File: config.mk
export PLATFORM = sky130hd
export DESIGN_NAME = hda_arbiter
export DESIGN_NICKNAME = d
export VERILOG_FILES = /design/src/rtl/hda_pkg.sv /design/src/rtl/hda_decide.sv /design/src/rtl/hda_seq.sv /design/src/rtl/hda_arbiter.sv
export SDC_FILE = /design/constraint.sdc
export NUM_CORES = 1
export LEC_CHECK = 0
export BUFFER_PORTS_ARGS = -buffer_cell sky130_fd_sc_hd__buf_2
export CAP_MARGIN = 20
export CORE_AREA = 4 4 41 43
export DETAILED_ROUTE_END_ITERATION = 8
export DIE_AREA = 0 0 45 47
export GPL_TIMING_DRIVEN = 1
export PLACE_DENSITY = 0.39
export SLEW_MARGIN = 10
export SYNTH_ARGS = -nofsm -noshare
export SYNTH_HDL_FRONTEND = slang
export SYNTH_SLANG_ARGS = --single-unit
File: constraint.sdc
create_clock -name clk -period 1.2 [get_ports clk]
set_clock_uncertainty 0.1 [all_clocks]
set_input_delay 0 -clock clk [delete_from_list [all_inputs] [get_ports clk]]
set_output_delay 0 -clock clk [all_outputs]
set_load 0.05 [all_outputs]
File: src/rtl/hda_pkg.sv
package hda_pkg;
   typedef enum logic [1:0] {
      ST_FREE = 2'd0,
      ST_WAIT = 2'd1,
      ST_HOLD = 2'd2
   } hda_state_e;

   typedef enum logic [1:0] {
      DEC_NONE   = 2'd0,
      DEC_ACCEPT = 2'd1,
      DEC_RETRY  = 2'd2
   } hda_dec_e;
endpackage

File: src/rtl/hda_decide.sv
module hda_decide
   import hda_pkg::*;
(
   input  hda_state_e state,
   input  logic       host_req,
   input  logic       bus_held,
   input  logic       rel_ack,
   output hda_dec_e   dec
);
   always_comb begin
      dec = DEC_NONE;
      if (host_req) begin
         unique case (state)
            ST_FREE: dec = bus_held ? DEC_RETRY : DEC_ACCEPT;
            ST_WAIT: dec = rel_ack ? DEC_ACCEPT : DEC_RETRY;
            ST_HOLD: dec = DEC_RETRY;
            default: dec = DEC_RETRY;
         endcase
      end
   end
endmodule

File: src/rtl/hda_seq.sv
module hda_seq
   import hda_pkg::*;
#(
   parameter int PAUSE_HOLD = 1
)(
   input  logic       clk,
   input  logic       rst_n,
   input  hda_dec_e   dec,
   output hda_state_e state,
   output logic       pause
);
   localparam int CW = (PAUSE_HOLD > 1) ? $clog2(PAUSE_HOLD) : 1;

   if (PAUSE_HOLD < 1) begin : g_bad_hold
      $error("PAUSE_HOLD must be at least 1");
   end

   logic [CW-1:0] hold_cnt;

   always_ff @(posedge clk) begin
      if (!rst_n) begin
         state    <= ST_FREE;
         hold_cnt <= '0;
      end else begin
         unique case (state)
            ST_FREE: if (dec == DEC_RETRY) state <= ST_WAIT;
            ST_WAIT: if (dec == DEC_ACCEPT) begin
               state    <= ST_HOLD;
               hold_cnt <= CW'(PAUSE_HOLD - 1);
            end
            ST_HOLD: begin
               if (hold_cnt == '0) state <= ST_FREE;
               else                hold_cnt <= hold_cnt - 1'b1;
            end
            default: state <= ST_FREE;
         endcase
      end
   end

   assign pause = (state != ST_FREE);

   p_hold_exit_r6: assert property (@(posedge clk) disable iff (!rst_n)
      (state == ST_HOLD && hold_cnt == '0) |=> (state == ST_FREE));
endmodule

File: src/rtl/hda_arbiter.sv
module hda_arbiter
   import hda_pkg::*;
#(
   parameter int PAUSE_HOLD = 1
)(
   input  logic clk,
   input  logic rst_n,
   input  logic host_req,
   input  logic dma_run,
   input  logic wr_tail,
   input  logic rel_ack,
   output logic host_ack,
   output logic host_retry,
   output logic lbus_pause
);
   hda_state_e state;
   hda_dec_e   dec;
   logic       bus_held;

   assign bus_held = dma_run & ~wr_tail;

   hda_decide u_decide (
      .state    (state),
      .host_req (host_req),
      .bus_held (bus_held),
      .rel_ack  (rel_ack),
      .dec      (dec)
   );

   hda_seq #(.PAUSE_HOLD(PAUSE_HOLD)) u_seq (
      .clk   (clk),
      .rst_n (rst_n),
      .dec   (dec),
      .state (state),
      .pause (lbus_pause)
   );

   always_ff @(posedge clk) begin
      if (!rst_n) begin
         host_ack   <= 1'b0;
         host_retry <= 1'b0;
      end else begin
         host_ack   <= (dec == DEC_ACCEPT);
         host_retry <= (dec == DEC_RETRY);
      end
   end

   p_free_accept_r2: assert property (@(posedge clk) disable iff (!rst_n)
      (!lbus_pause && host_req && !dma_run) |=> (host_ack && !lbus_pause));
   p_tail_accept_r3: assert property (@(posedge clk) disable iff (!rst_n)
      (!lbus_pause && host_req && dma_run && wr_tail) |=> (host_ack && !host_retry && !lbus_pause));
   p_enter_pause_r4: assert property (@(posedge clk) disable iff (!rst_n)
      (!lbus_pause && host_req && dma_run && !wr_tail) |=> (host_retry && lbus_pause));
   p_retry_wait_r5: assert property (@(posedge clk) disable iff (!rst_n)
      (state == ST_WAIT && host_req && !rel_ack) |=> (host_retry && lbus_pause));
   p_accept_regain_r6: assert property (@(posedge clk) disable iff (!rst_n)
      (state == ST_WAIT && host_req && rel_ack) |=> (host_ack && lbus_pause));
   p_second_retry_r7: assert property (@(posedge clk) disable iff (!rst_n)
      (state == ST_HOLD && host_req) |=> host_retry);
   p_exclusive_r8: assert property (@(posedge clk) disable iff (!rst_n)
      !(host_ack && host_retry));
   p_no_spurious_r8: assert property (@(posedge clk) disable iff (!rst_n)
      !host_req |=> (!host_ack && !host_retry));

   if (PAUSE_HOLD == 1) begin : g_drop_chk
      p_pause_drop_r6: assert property (@(posedge clk) disable iff (!rst_n)
         (host_ack && lbus_pause) |=> !lbus_pause);
   end
endmodule

==> key figures <==
Run status
  • Status: complete, no violations

Pwr
  • NetSw: 85.3 uW
  • Static Leak: 0.129 nW
  • Internal: 277 uW
  • Sequential power share: 39.3%
  • Combinational share of power: 16.3%
  • VDD IR max: 0.000295 V
  • Clock Power Share: 44.4%
  • Cell Pwr Density: 1320 nW/um^2
  • Sw Share: 23.6%

Logic synthesis
  • Flops & latches, synth: 4
  • Largest area contributor in the netlist: dfxtp_1
  • Register area share after synthesis: 50.8%
  • Yosys top cell area share: 50.8%
  • Synth area leaders: dfxtp_1 51%, o2111a_1 7.1%, o311a_1 6.3%
  • Syn avg cell area: 9.85 sq um
  • Mapped Nets: 22
  • Distinct cells, synth: 12
  • Post-Synthesis Cells: 16
  • YS warnings: 0
  • Netlist area before placement: 158 sq um

Detailed routing
  • Number of routed nets with antenna violations: 0
  • Pre-antenna DRT Iters: 2
  • Wirelength, routed: 368 um
  • Vias: 174
  • Routed vias/inst: 3.87
  • WL/cell: 8.18 um
  • # DRC: 0
  • DRT iter0 DRCs: 2

Global route
  • Vias in the first global route: 172
  • Met1 usage: 4.75%
  • Most Crowded Layer GR: met4
  • GRT overflow: 0
  • Met2 usage: 4.52%
  • Total GRT Usage: 4.73%
  • Initial antenna violation count: 0
  • Met3 GRT Util: 4.21%
  • Largest net degree at the start of global routing: 7
  • First-pass GRT wire length: 614 um

STA
  • Achievable Freq: 878 MHz
  • Hold Fails Final Rpt: 0
  • Final Cycle Share: 94.9%
  • Slew HR: 82.7%
  • Worst slew pin tran: 0.259 ns
  • RSZ-0062 raised after global routing: false
  • Minimum clock period: 1.14 ns
  • Max Slew Vio Count: 0
  • Final setup TNS: 0 ns
  • Setup violators final: 0
  • Worst setup margin: 0.0615 ns

CTS
  • Clock root buffer: clkbuf_4
  • Latest clock arrival within the worst-skew pair: 0.23 ns
  • TritonCTS clock tree: yes
  • Total setup buffers inserted after CTS: 0
  • Clk sinks: 4
  • Clock transition at path regs: 0.03 ns
  • H-tree depth: 1
  • Clk buf depth: 2
  • Total CTS buffers: 3

Placed design
  • Place WS: 0.185 ns
  • Buffers added on ports: 8
  • RD Place Congestion: 0.692
  • # placed instances: 39
  • Post-DP HPWL: 300 um

Critical path
  • CP Buf/Inv Count: 1
  • Critical path, cell by cell: or2_2 -> buf_6
  • Worst setup EP type: output pin
  • Startpoint Class: flip-flop
  • Slowest-stage cell, CP: dfxtp_1
  • Setup CP Type: reg2out
  • Worst path max stage delay: 0.34 ns
  • Critical path's top delay family: flip-flops
  • Critical Path Fanout Max: 5
  • WP data required: 1.10 ns
  • CP Data Arrival Time: 1.04 ns

Floorplanning
  • Die H: 47 um
  • DIE WIDTH: 45 um
  • Core area: 1300 sq um
  • Row count: 13
  • Die ar.: 2120 sq um
  • I/O pins: 9
  • Initial Util: 12.1%

Layout
  • Diode count: 0
  • Area Growth Syn to Fin: 74.6%
  • Layout filler cell count: 147
  • Final Net Count: 38
  • Non-filler instance count after layout: 45
  • Share of post-route cells with drive strength above 1: 40.0%

Job
  • Max-cap violations: 0

Hold path
  • Hold WC Path Type: in2reg
synth_stat cells:
library cell and n:
dfxtp_1 4, nand2_1 2, and3b_1 1, nand3_1 1
o311a_1 1, o2111a_1 1, nor2b_1 1, nor3_1 1
or2_2 1, inv_1 1, nor3b_1 1, nor4_1 1
per-stage QoR:
stage	power [mW]	hold WS, ns	area (sq um)	utilization (%)
2_1_floorplan	0.175	0.0263	158	-
3_3_place_gp	0.193	0.162	216	16.6
3_5_place_dp	0.193	0.159	216	16.6
4_1_cts	0.367	0.0845	269	20.7
5_1_grt	0.386	0.115	275	21.2
6_report	0.362	0.0892	275	21.2
cell type report:
type                       instances  area [sq um]  area share (%)
multi-input combinational         11          73.8            26.8
inverter                           1          3.75            1.36
timing repair buffer              11          76.3            27.7
tap                               15          18.8            6.82
clock buffer                       3          22.5            8.18
sequential                         4          80.1            29.1
worst paths after layout:
| path | slack (ns) | cells past startpoint | from | endpoint |
|---|---|---|---|---|
| hold reg to reg | 0.38 | 2 | u_seq.state[0]$_SDFFE_PN0P_ | u_seq.state[1]$_SDFFE_PN0P_ |
| setup reg to reg | 0.19 | 2 | u_seq.state[0]$_SDFFE_PN0P_ | host_retry$_SDFF_PN0_ |
| setup / recovery | 0.06 | 2 | u_seq.state[1]$_SDFFE_PN0P_ | lbus_pause |
| hold / removal | 0.09 | 3 | dma_run | u_seq.state[0]$_SDFFE_PN0P_ |
state kept, by name (all words and copies together), names as in the netlist:
name and cells:
host_ack 1, host_retry 1, u_seq.state 2
power groups by stage:
stage               combinational [mW]  sequential [mW]  clock, mW
global placement                0.0485            0.144          0
detailed placement              0.0484            0.145          0
CTS                             0.0560            0.142      0.169
floorplan                       0.0192            0.156          0
global route                    0.0629            0.143      0.180
finish                          0.0590            0.142      0.161
cell families after synthesis:
family | Yosys count | share of synthesized area, %
AND/OR/NAND/NOR | 9 | 33.3
flip-flops | 4 | 50.8
AO/OA/AOI/OAI | 2 | 13.5
buffers and inverters | 1 | 2.38
per-layer routing:
layer | up-vias | routed length, um | share of wire [%]
li1 | 89 | - | -
met1 | 72 | 157 | 43
met2 | 11 | 137 | 37
met3 | 2 | 67 | 18
met4 | 0 | 5 | 1.4
met5 | - | 0 | 0
worst register-to-register path: cells and delay by family, from the launching register on:
kind / cells / cell delay, ns
AO/OA/AOI/OAI: 1 / 0.33
AND/OR/NAND/NOR: 1 / 0.09
flip-flops: 1 / 0.38
what timing repair did:
item,4_1_cts,5_1_grt
hold endpoints to repair,4,0
resized for setup,0,3
hold buffers,3,0
endpoints found under the setup margin,0,1
cell usage in the layout (no fill, tap or decap), drive strengths merged, types with 2 or more instances in the layout:
| cell type | netlist | routed |
|---|---|---|
| dlygate4sd3 | 0 | 3 |
| clkbuf | 0 | 3 |
| dfxtp | 4 | 4 |
| buf | 0 | 8 |
| nand2 | 2 | 2 |
No activity file was read; power rests on OpenSTA's default activity.
